==> src/rtl/serial_alu_pkg.sv <==
package serial_alu_pkg;

  typedef enum logic [3:0] {
    OP_AND  = 4'd0,
    OP_OR   = 4'd1,
    OP_XOR  = 4'd2,
    OP_ADD  = 4'd3,
    OP_SUB  = 4'd4,
    OP_SLT  = 4'd5,
    OP_SLTU = 4'd6,
    OP_SLL  = 4'd7,
    OP_SRL  = 4'd8,
    OP_SRA  = 4'd9,
    OP_MUL  = 4'd10
  } alu_op_e;

  // Slot kinds: idle boundary, operand slot, result-only slot, compute-and-emit slot
  typedef enum logic [1:0] {
    SL_IDLE  = 2'd0,
    SL_RUN   = 2'd1,
    SL_DRAIN = 2'd2,
    SL_EXEC  = 2'd3
  } slot_e;

  function automatic logic op_two_slot(alu_op_e op);
    return (op == OP_SLL) || (op == OP_SRL) || (op == OP_SRA) || (op == OP_MUL);
  endfunction

  function automatic logic op_subtracts(alu_op_e op);
    return (op == OP_SUB) || (op == OP_SLT) || (op == OP_SLTU);
  endfunction

  function automatic logic op_compares(alu_op_e op);
    return (op == OP_SLT) || (op == OP_SLTU);
  endfunction

endpackage

==> src/rtl/serial_alu_addsub.sv <==
module serial_alu_addsub (
  input  logic clk,
  input  logic rst_n,
  input  logic en,
  input  logic first,
  input  logic sub,
  input  logic a_bit,
  input  logic b_bit,
  output logic sum_bit,
  output logic lt_signed,
  output logic lt_unsigned
);

  logic carry_q;
  logic bx;
  logic cin;
  logic cout;

  assign bx      = b_bit ^ sub;
  assign cin     = first ? sub : carry_q;
  assign sum_bit = a_bit ^ bx ^ cin;
  assign cout    = (a_bit & bx) | (a_bit & cin) | (bx & cin);

  // Valid on the MSB beat: sign of the difference corrected by overflow, or borrow out
  assign lt_signed   = a_bit ^ bx ^ cout;
  assign lt_unsigned = ~cout;

  always_ff @(posedge clk or negedge rst_n) begin
    if (!rst_n)  carry_q <= 1'b0;
    else if (en) carry_q <= cout;
  end

endmodule

==> src/rtl/serial_alu_shsel.sv <==
module serial_alu_shsel #(
  parameter  int XLEN = 32,
  localparam int SH_W = $clog2(XLEN)
) (
  input  logic [XLEN-1:0] opnd,
  input  logic [SH_W-1:0] shamt,
  input  logic [SH_W-1:0] idx,
  input  logic            left,
  input  logic            arith,
  output logic            bit_o
);

  logic [SH_W:0] up;

  assign up = {1'b0, idx} + {1'b0, shamt};

  always_comb begin
    if (left) begin
      bit_o = (idx >= shamt) ? opnd[idx - shamt] : 1'b0;
    end else begin
      bit_o = up[SH_W] ? (arith & opnd[XLEN-1]) : opnd[up[SH_W-1:0]];
    end
  end

endmodule

==> src/rtl/serial_alu_mulcol.sv <==
module serial_alu_mulcol #(
  parameter  int MUL_W = 16,
  localparam int PC_W  = $clog2(MUL_W + 1),
  localparam int ACC_W = $clog2(2 * MUL_W + 1)
) (
  input  logic             clk,
  input  logic             rst_n,
  input  logic             clr,
  input  logic             en,
  input  logic             a_bit,
  input  logic [MUL_W-1:0] b_lo,
  output logic             p_bit
);

  logic [MUL_W-1:0] win_q;
  logic [MUL_W-1:0] win_d;
  logic [MUL_W-1:0] prod;
  logic [PC_W-1:0]  col;
  logic [ACC_W-1:0] sum;
  logic [ACC_W-2:0] acc_q;

  // win_d[j] holds the first-operand bit from j beats ago
  assign win_d = {win_q[MUL_W-2:0], a_bit};

  for (genvar j = 0; j < MUL_W; j++) begin : g_pp
    assign prod[j] = win_d[j] & b_lo[j];
  end

  always_comb begin
    col = '0;
    for (int j = 0; j < MUL_W; j++) col = col + PC_W'(prod[j]);
  end

  assign sum   = ACC_W'(col) + ACC_W'(acc_q);
  assign p_bit = sum[0];

  always_ff @(posedge clk or negedge rst_n) begin
    if (!rst_n) begin
      win_q <= '0;
      acc_q <= '0;
    end else if (clr) begin
      win_q <= '0;
      acc_q <= '0;
    end else if (en) begin
      win_q <= win_d;
      acc_q <= sum[ACC_W-1:1];
    end
  end

endmodule

==> src/rtl/serial_alu.sv <==
module serial_alu
  import serial_alu_pkg::*;
#(
  parameter  int XLEN  = 32,
  parameter  int MUL_W = 16,
  localparam int CNT_W = $clog2(XLEN),
  localparam int MB_W  = $clog2(MUL_W)
) (
  input  logic       clk,
  input  logic       rst_n,
  input  logic       in_valid,
  output logic       in_ready,
  input  logic [3:0] in_op,
  input  logic       in_a,
  input  logic       in_b,
  output logic       out_valid,
  output logic       out_bit,
  output logic       out_last
);

  localparam logic [CNT_W-1:0] LAST = CNT_W'(XLEN - 1);

  slot_e            mode_q, mode_d;
  logic [CNT_W-1:0] cnt_q;
  alu_op_e          op_q;
  alu_op_e          cur_op;
  logic             pend_q;
  logic [XLEN-1:0]  res_q;
  logic [XLEN-1:0]  opa_q;
  logic [MUL_W-1:0] opb_q;

  logic step, accept, at_idle, at_end, first;
  logic sum_bit, lt_s, lt_u, cmp_bit, res_bit;
  logic sh_bit, mul_bit, exec_bit;

  assign at_idle = (mode_q == SL_IDLE);
  assign cur_op  = at_idle ? alu_op_e'(in_op) : op_q;
  assign first   = (cnt_q == '0);

  always_comb begin
    in_ready  = 1'b0;
    step      = 1'b0;
    out_valid = 1'b0;
    mode_d    = mode_q;
    unique case (mode_q)
      SL_IDLE: begin
        in_ready  = 1'b1;
        step      = in_valid | pend_q;
        out_valid = pend_q;
        if (in_valid)    mode_d = SL_RUN;
        else if (pend_q) mode_d = SL_DRAIN;
      end
      SL_RUN: begin
        in_ready  = 1'b1;
        step      = in_valid;
        out_valid = pend_q & in_valid;
        if (in_valid && cnt_q == LAST) mode_d = op_two_slot(op_q) ? SL_EXEC : SL_IDLE;
      end
      default: begin
        step      = 1'b1;
        out_valid = 1'b1;
        if (cnt_q == LAST) mode_d = SL_IDLE;
      end
    endcase
  end

  assign accept = in_valid & in_ready;
  assign at_end = step & (cnt_q == LAST);

  serial_alu_addsub u_add (
    .clk         (clk),
    .rst_n       (rst_n),
    .en          (accept),
    .first       (first),
    .sub         (op_subtracts(cur_op)),
    .a_bit       (in_a),
    .b_bit       (in_b),
    .sum_bit     (sum_bit),
    .lt_signed   (lt_s),
    .lt_unsigned (lt_u)
  );

  assign cmp_bit = (cur_op == OP_SLT) ? lt_s : lt_u;

  always_comb begin
    unique case (cur_op)
      OP_AND:         res_bit = in_a & in_b;
      OP_OR:          res_bit = in_a | in_b;
      OP_XOR:         res_bit = in_a ^ in_b;
      OP_ADD, OP_SUB: res_bit = sum_bit;
      default:        res_bit = 1'b0;
    endcase
  end

  serial_alu_shsel #(.XLEN(XLEN)) u_sh (
    .opnd  (opa_q),
    .shamt (opb_q[CNT_W-1:0]),
    .idx   (cnt_q),
    .left  (op_q == OP_SLL),
    .arith (op_q == OP_SRA),
    .bit_o (sh_bit)
  );

  serial_alu_mulcol #(.MUL_W(MUL_W)) u_mul (
    .clk   (clk),
    .rst_n (rst_n),
    .clr   (mode_q != SL_EXEC),
    .en    (mode_q == SL_EXEC),
    .a_bit (opa_q[cnt_q]),
    .b_lo  (opb_q),
    .p_bit (mul_bit)
  );

  assign exec_bit = (op_q == OP_MUL) ? mul_bit : sh_bit;
  assign out_bit  = (mode_q == SL_EXEC) ? exec_bit : res_q[0];
  assign out_last = out_valid & (cnt_q == LAST);

  always_ff @(posedge clk or negedge rst_n) begin
    if (!rst_n) begin
      mode_q <= SL_IDLE;
      cnt_q  <= '0;
      op_q   <= OP_AND;
      pend_q <= 1'b0;
      res_q  <= '0;
      opa_q  <= '0;
      opb_q  <= '0;
    end else begin
      mode_q <= mode_d;
      if (step) cnt_q <= cnt_q + 1'b1;
      if (accept && at_idle) op_q <= alu_op_e'(in_op);
      if (at_end && mode_q == SL_RUN)   pend_q <= ~op_two_slot(op_q);
      if (at_end && mode_q == SL_DRAIN) pend_q <= 1'b0;
      if (accept) begin
        opa_q <= {in_a, opa_q[XLEN-1:1]};
        if (cnt_q < CNT_W'(MUL_W)) opb_q[cnt_q[MB_W-1:0]] <= in_b;
        if (op_compares(cur_op) && cnt_q == LAST) res_q <= {{(XLEN-1){1'b0}}, cmp_bit};
        else                                      res_q <= {res_bit, res_q[XLEN-1:1]};
      end else if (step && mode_q != SL_EXEC) begin
        res_q <= res_q >> 1;
      end
    end
  end

endmodule

==> config.mk <==
export PLATFORM = sky130hd
export DESIGN_NAME = serial_alu
export DESIGN_NICKNAME = d
export VERILOG_FILES = /design/src/rtl/serial_alu_pkg.sv /design/src/rtl/serial_alu_addsub.sv /design/src/rtl/serial_alu_shsel.sv /design/src/rtl/serial_alu_mulcol.sv /design/src/rtl/serial_alu.sv
export SDC_FILE = /design/constraint.sdc
export NUM_CORES = 1
export LEC_CHECK = 0
export BUFFER_PORTS_ARGS = -buffer_cell sky130_fd_sc_hd__buf_2
export CAP_MARGIN = 20
export CORE_UTILIZATION = 70
export CTS_BUF_LIST = sky130_fd_sc_hd__clkbuf_4 sky130_fd_sc_hd__clkbuf_8
export CTS_CLUSTER_DIAMETER = 40
export CTS_CLUSTER_SIZE = 40
export DETAILED_ROUTE_END_ITERATION = 8
export HOLD_SLACK_MARGIN = 0.06
export PLACE_DENSITY = 0.93
export SETUP_SLACK_MARGIN = 0.02
export SLEW_MARGIN = 20
export SYNTH_ARGS = -nofsm -noshare
export SYNTH_HDL_FRONTEND = slang
export SYNTH_HIERARCHICAL = 1
export SYNTH_SLANG_ARGS = --single-unit
==> constraint.sdc <==
create_clock -name clk -period 13 [get_ports clk]
set_input_delay 2.6 -clock clk [delete_from_list [all_inputs] [get_ports clk]]
set_output_delay 2.6 -clock clk [all_outputs]
set_load 0.02 [all_outputs]
# Yosys cells after proc, flatten, opt, wreduce, memory -nomap -nowiden
# Index checks and enable logic that the tools add are counted.
[totals] ff_bits=113 latchBits=0 mem_bits_rw=0 rom_bits=0 in_bits=9 wordCells=149 mem_count=0
[classes] n_addsub=19 n_mul=0 n_div=0 magnitude_cmp=7 n_eq_ne=17 shift=0 n_mux=36 bitwise=36 n_reduce_logical=24
[ops] op="2-to-1 mux 32 bit" count=3
[ops] op="adder 5 x 1 -> 5 bit" count=14
[ops] op="2-to-1 mux 15 bit" count=2
[ops] op="AND 1 bit" count=25
[ops] op="< comparator 5 x 6 -> 1 bit, second input constant" count=3
[ops] op="bitwise mux 16 bit" count=1
[ops] op="== test 4 x 3 -> 1 bit, second input constant" count=4
[ops] op="binary-select mux 1 bit (select 5 bit)" count=3
[ops] op="2-to-1 mux 1 bit" count=14
[ops] op="adder 5 x 5 -> 6 bit" count=2
[ops] op="== test 4 bit, second input constant" count=3
[ops] op="2-to-1 mux 2 bit" count=5
[ops] op="2-to-1 mux 5 bit" count=2
[ops] op="== test 4 x 2 -> 1 bit, second input constant" count=2
[ops] op="logical AND 1 bit" count=7
[ops] op="logical OR 1 bit" count=6
[ops] op="nonzero test 2 bit" count=3
[ops] op="adder 5 x 1 -> 5 bit, second input constant" count=1
[ops] op="== test 5 bit, second input constant" count=1
[ops] op=">= comparator 5 bit" count=1
[ops] op="logical NOT 5 bit" count=1
[ops] op="< comparator 4 x 5 -> 1 bit, second input constant" count=1
[ops] op="< comparator 5 bit, second input constant" count=1
[ops] op="subtractor 5 bit" count=1
[ops] op="other kinds (21)" count=33

# Longest topological paths before layout
[logic_depth] ltp_word=21 depth_mapped=23 mapped_depth_nobuf=22

# Hierarchy
# The synthesis kept the hierarchy.
[modules_own_cells] module="serial_alu" instances=1 cells_per_inst=459 area_per_inst_um2=4314.1
[modules_own_cells] module="serial_alu_mulcol" instances=1 cells_per_inst=136 area_per_inst_um2=1445.1
[modules_own_cells] module="serial_alu_shsel" instances=1 cells_per_inst=91 area_per_inst_um2=905.9
[modules_own_cells] module="serial_alu_addsub" instances=1 cells_per_inst=10 area_per_inst_um2=120.1

# Least setup slack after synthesis
# OpenSTA, ideal clock, no wires.
[synth_timing] path_type="flip-flop to output port" from="register cnt_q[0]" to="output out_bit" t_arrival_ns=5.375 setup_slack_ns=5.025 stages_incl_launch_ff=17 path_buffers=1 path_cell_list="dfrtp_1 buf_6 mux4_1 mux4_2 mux2_4 and2_1 ha_1 inv_1 fa_1 fa_1 fa_1 fa_1 inv_1 ha_1 inv_1 o31a_1 o21ai_0"
[synth_via] elab_chain_len=21 elab_cells_between_ends=31 classes_between="18 x add/sub; 1 x order compare; 11 x mux; 1 x bitwise"
[synth_rtl] item="start, declared" line_no="serial_alu.sv:24" source="logic [CNT_W-1:0] cnt_q;"
[synth_rtl] item="start signal, assigned" line_no="serial_alu.sv:129" source="if (step) cnt_q <= cnt_q + 1'b1;"
[synth_rtl] item="binary-select mux 1 bit (select 5 bit)" line_no="serial_alu.sv:109" source=".a_bit (opa_q[cnt_q]),"
[synth_rtl] item="2-to-1 mux 1 bit (not written as such)" line_no="serial_alu.sv:109"
[synth_rtl] item="AND 1 bit" line_no="serial_alu_mulcol.sv:26" source="assign prod[j] = win_d[j] & b_lo[j];"
[synth_rtl] item="adder 1 x 1 -> 2 bit" line_no="serial_alu_mulcol.sv:31" source="for (int j = 0; j < MUL_W; j++) col = col + PC_W'(prod[j]);"
[synth_rtl] item="adder 5 x 1 -> 5 bit (14 in series)" line_no="serial_alu_mulcol.sv:31"
[synth_rtl] item="adder 5 x 5 -> 6 bit" line_no="serial_alu_mulcol.sv:34" source="assign sum = ACC_W'(col) + ACC_W'(acc_q);"
[synth_rtl] item="net mul_bit" line_no="serial_alu.sv:34" source="logic sh_bit, mul_bit, exec_bit;"
[synth_rtl] item="2-to-1 mux 1 bit" line_no="serial_alu.sv:114" source="assign exec_bit = (op_q == OP_MUL) ? mul_bit : sh_bit;"
[synth_rtl] item="2-to-1 mux 1 bit" line_no="serial_alu.sv:115" source="assign out_bit = (mode_q == SL_EXEC) ? exec_bit : res_q[0];"
[synth_rtl] item="end, declared" line_no="serial_alu.sv:17" source="output logic out_bit,"
# The timed path passes the listed nets, and every way through them passes these cells. The select of a mux whose other input is x is not followed.

# Final worst setup path
# Ends and elaborated chain as after synthesis.

==> flow_metrics.py <==
metrics = {
    "sta": {
        "fin_crit_ns": 8.87,
        "hold_viol": 0,
        "holdWs_ns": 0.488,
        "skew_ns": 0.0164,
        "slew_headroom_pct": 31.1,
        "setup_viol": 0,
        "slew_viol_final": 0,
        "worst_pin_slew_ns": 1.03,
        "tns_ns": 0,
        "rsz0062_at_grt": "false",
        "period_share_pct": 68.2,
        "clock.fmax_mhz": 113,
    },
    "global_routing": {
        "gr-usage-met3_pct": 7.70,
        "antenna_found_initial": 0,
        "grt_use_met2_pct": 52.8,
        "first_global_vias": 5117,
        "grt_busiest_layer": "met2",
        "grt_pass1_wl_um": 24500,
        "grt_util_all_layers_pct": 32.4,
        "grt_max_degree": 63,
        "grt.met1_usage_pct": 40.9,
        "grt_overflow": 0,
    },
    "route": {
        "firstDrtPassIters": 5,
        "viasPerCell": 6.17,
        "drc": 0,
        "drt-initial-drc-count": 385,
        "routedWlPerCell_um": 17.9,
        "vias": 5170,
        "wirelength_um": 15000,
        "drtAntennaViolNets": 0,
    },
    "finish": {
        "ff_latch_area_um2": 2830,
        "diodes": 0,
        "multiInputGateArea_um2": 3640,
        "final_layout_size_suffix_gt1_share_pct": 11.8,
        "final_nets": 747,
        "fill_cells": 531,
        "area_growth_pct": 6.95,
    },
    "die": {
        "num_rows": 35,
        "io_pins": 13,
        "core_area_um2": 9330,
        "die_x_um": 100,
        "dieArea_um2": 10100,
        "die_h_um": 100,
        "initial_utilization_pct": 72.7,
    },
    "cts": {
        "root_buffer": "clkbuf_8",
        "htree_levels": 4,
        "clock_sinks": 113,
        "cts_tree": "done",
        "ctsResizeCount": 0,
        "cts.clk_slew.worst_paths_ns": 0.08,
        "cts_made_buffers": 17,
        "cts.path.max_buffers": 2,
        "hold_buffers": 0,
        "clk_latency_ns": 0.45,
        "post_cts_buffers": 0,
    },
    "flow_run": {
        "maxCapViolations": 0,
    },
    "synthesis": {
        "synth_xor_area_share_pct": 2.21,
        "ys_warn_count": 6,
        "synthesis.area_um2": 6790,
        "yosysTopAreaCellShare_pct": 41.7,
        "ys_ff_latch": 113,
        "synth.avg_cell_area_um2": 9.75,
        "synth-compound-area-share_pct": 8.83,
        "synth_top_family_by_area": "simple AND/OR/NAND/NOR gates",
        "synth.area.top_cells": "dfrtp_1, nand2_1, ha_1, mux2i_1, fa_1",
        "async_flop_share_pct": 100,
        "ys.flop_type": "dfrtp_1",
        "synth_seq_area_share_pct": 41.7,
        "synthSimpleGateAreaFrac_pct": 17.8,
        "syn-num-nets": 747,
        "synth_top_area_cell": "dfrtp_1",
        "postSynthCellCount": 696,
        "synthMuxAreaShare_pct": 15.2,
        "synth_cell_types": 60,
        "synthAdderAreaFrac_pct": 9.40,
        "synth_enable_flop_cells": 0,
    },
    "setup_path": {
        "arrival_ns": 6.27,
        "path_max_fanout": 14,
        "path_class": "reg -> out",
        "start_kind": "register",
        "required_ns": 10.40,
        "end_kind": "output port",
    },
    "power_and_ir_drop": {
        "p_leak_nw": 3.44,
        "powerDensity_nw_per_um2": 239,
        "ir_drop_uv": 141,
    },
    "run_status": {
        "status": "complete, no violations",
    },
    "place": {
        "gp_congestion": 0.957,
        "io_buffer_count": 12,
        "place_hpwl_um": 9800,
    },
    "min_path": {
        "min_path_type": "reg -> reg",
    },
}
## worst max-delay path: stages, from the launching register on
cell	delay, ns
dfrtp_1	0.77
mux4_1	0.65
mux4_2	0.48
mux2_4	0.28
and2_1	0.17
ha_1	0.29
inv_1	0.09
fa_1	0.47
fa_1	0.52
fa_1	0.51
fa_1	0.57
inv_1	0.06
ha_1	0.28
inv_1	0.04
o31a_1	0.27
o21ai_0	0.15
buf_2	0.20
## metal layers
metal / vias to the layer above / share of wire, % / wire [um]
met3: 47 / 5.3 / 799
li1: 2352 / - / -
met5: - / 0 / 0
met2: 221 / 51 / 7610
met4: 0 / 3.2 / 479
met1: 2550 / 41 / 6130
## worst paths after layout
| path | startpoint | end | slack [ns] | depth (start not counted) |
|---|---|---|---|---|
| worst min register to register | res_q[11] | res_q[11] | 0.49 | 2 |
| max in group asynchronous | rst_n | u_mul/win_q[12] | 9.58 | 2 |
| min in group asynchronous | rst_n | opa_q[29] | 2.20 | 1 |
| worst min-delay path | res_q[11] | res_q[11] | 0.49 | 2 |
| worst max-delay path | cnt_q[0] | out_bit | 4.13 | 16 |
| worst max register to register | cnt_q[0] | u_mul/acc_q[3] | 6.57 | 17 |
## cells by family (layout without fill, tap and decap cells)
kind of cell	after synthesis	after routing
simple gates	283	283
flops	113	113
compound gates	96	96
mux	77	77
buf+inv	70	83
fa+ha+maj	42	42
xor+xnor	15	15
## cell type report
type,instances,area share (%)
Sequential cell,113,39.0
Multi-Input combinational cell,513,50.2
Clock buffer,17,3.22
Timing Repair Buffer,14,1.07
Clock inverter,15,2.38
Inverter,37,1.91
Tap cell,129,2.22
## synthesized netlist by cell type, types with 11 or more instances
library cell  number
xnor2_1           11
nand2_1          189
fa_1              15
nor2_1            34
nand3_1           16
inv_1             36
a21oi_1           12
dfrtp_1          113
ha_1              27
mux2i_1           33
o21ai_0           51
mux2_2            20
and2_1            13
clkbuf_1          20
## registers in the layout (all words and copies together) (netlist names)
name           cells
opa_q             32
res_q             32
opb_q             16
u_mul/win_q       15
cnt_q              5
u_mul/acc_q        5
op_q               4
mode_q             2
pend_q             1
u_add/carry_q      1
## placed cells by master (no fill, tap or decap), types with 12 or more instances in the layout
cell      Yosys  routed
a21oi_1      12      12
and2_1       13      13
clkbuf_8      0      17
dfrtp_1     113     113
fa_1         15      15
ha_1         27      27
inv_1        36      36
mux2_2       20      20
mux2i_1      33      33
nand2_1     189     189
nand3_1      16      16
nor2_1       34      33
o21ai_0      51      50
## report_power, final
group	total, mW	internal (mW)	switching, mW	leakage, nW
sequential	0.589	0.464	0.125	1.51
combinational	0.800	0.361	0.439	1.73
clock	0.345	0.176	0.169	0.202
total	1.73	1.00	0.733	3.44
## per-stage QoR
step | area (um^2) | setup slack, ns | total power [mW] | util [%] | cells
2_1_floorplan | 6790 | 5.03 | 1.21 | - | 696
3_3_place_gp | 6840 | 4.75 | 1.31 | 73.3 | 806
3_5_place_dp | 6840 | 4.64 | 1.36 | 73.3 | 806
4_1_cts | 7240 | 4.13 | 1.72 | 77.7 | 838
5_1_grt | 7260 | 3.91 | 1.83 | 77.8 | 838
6_report | 7260 | 4.13 | 1.73 | 77.8 | 838
Power figures use the tool's default switching activity.
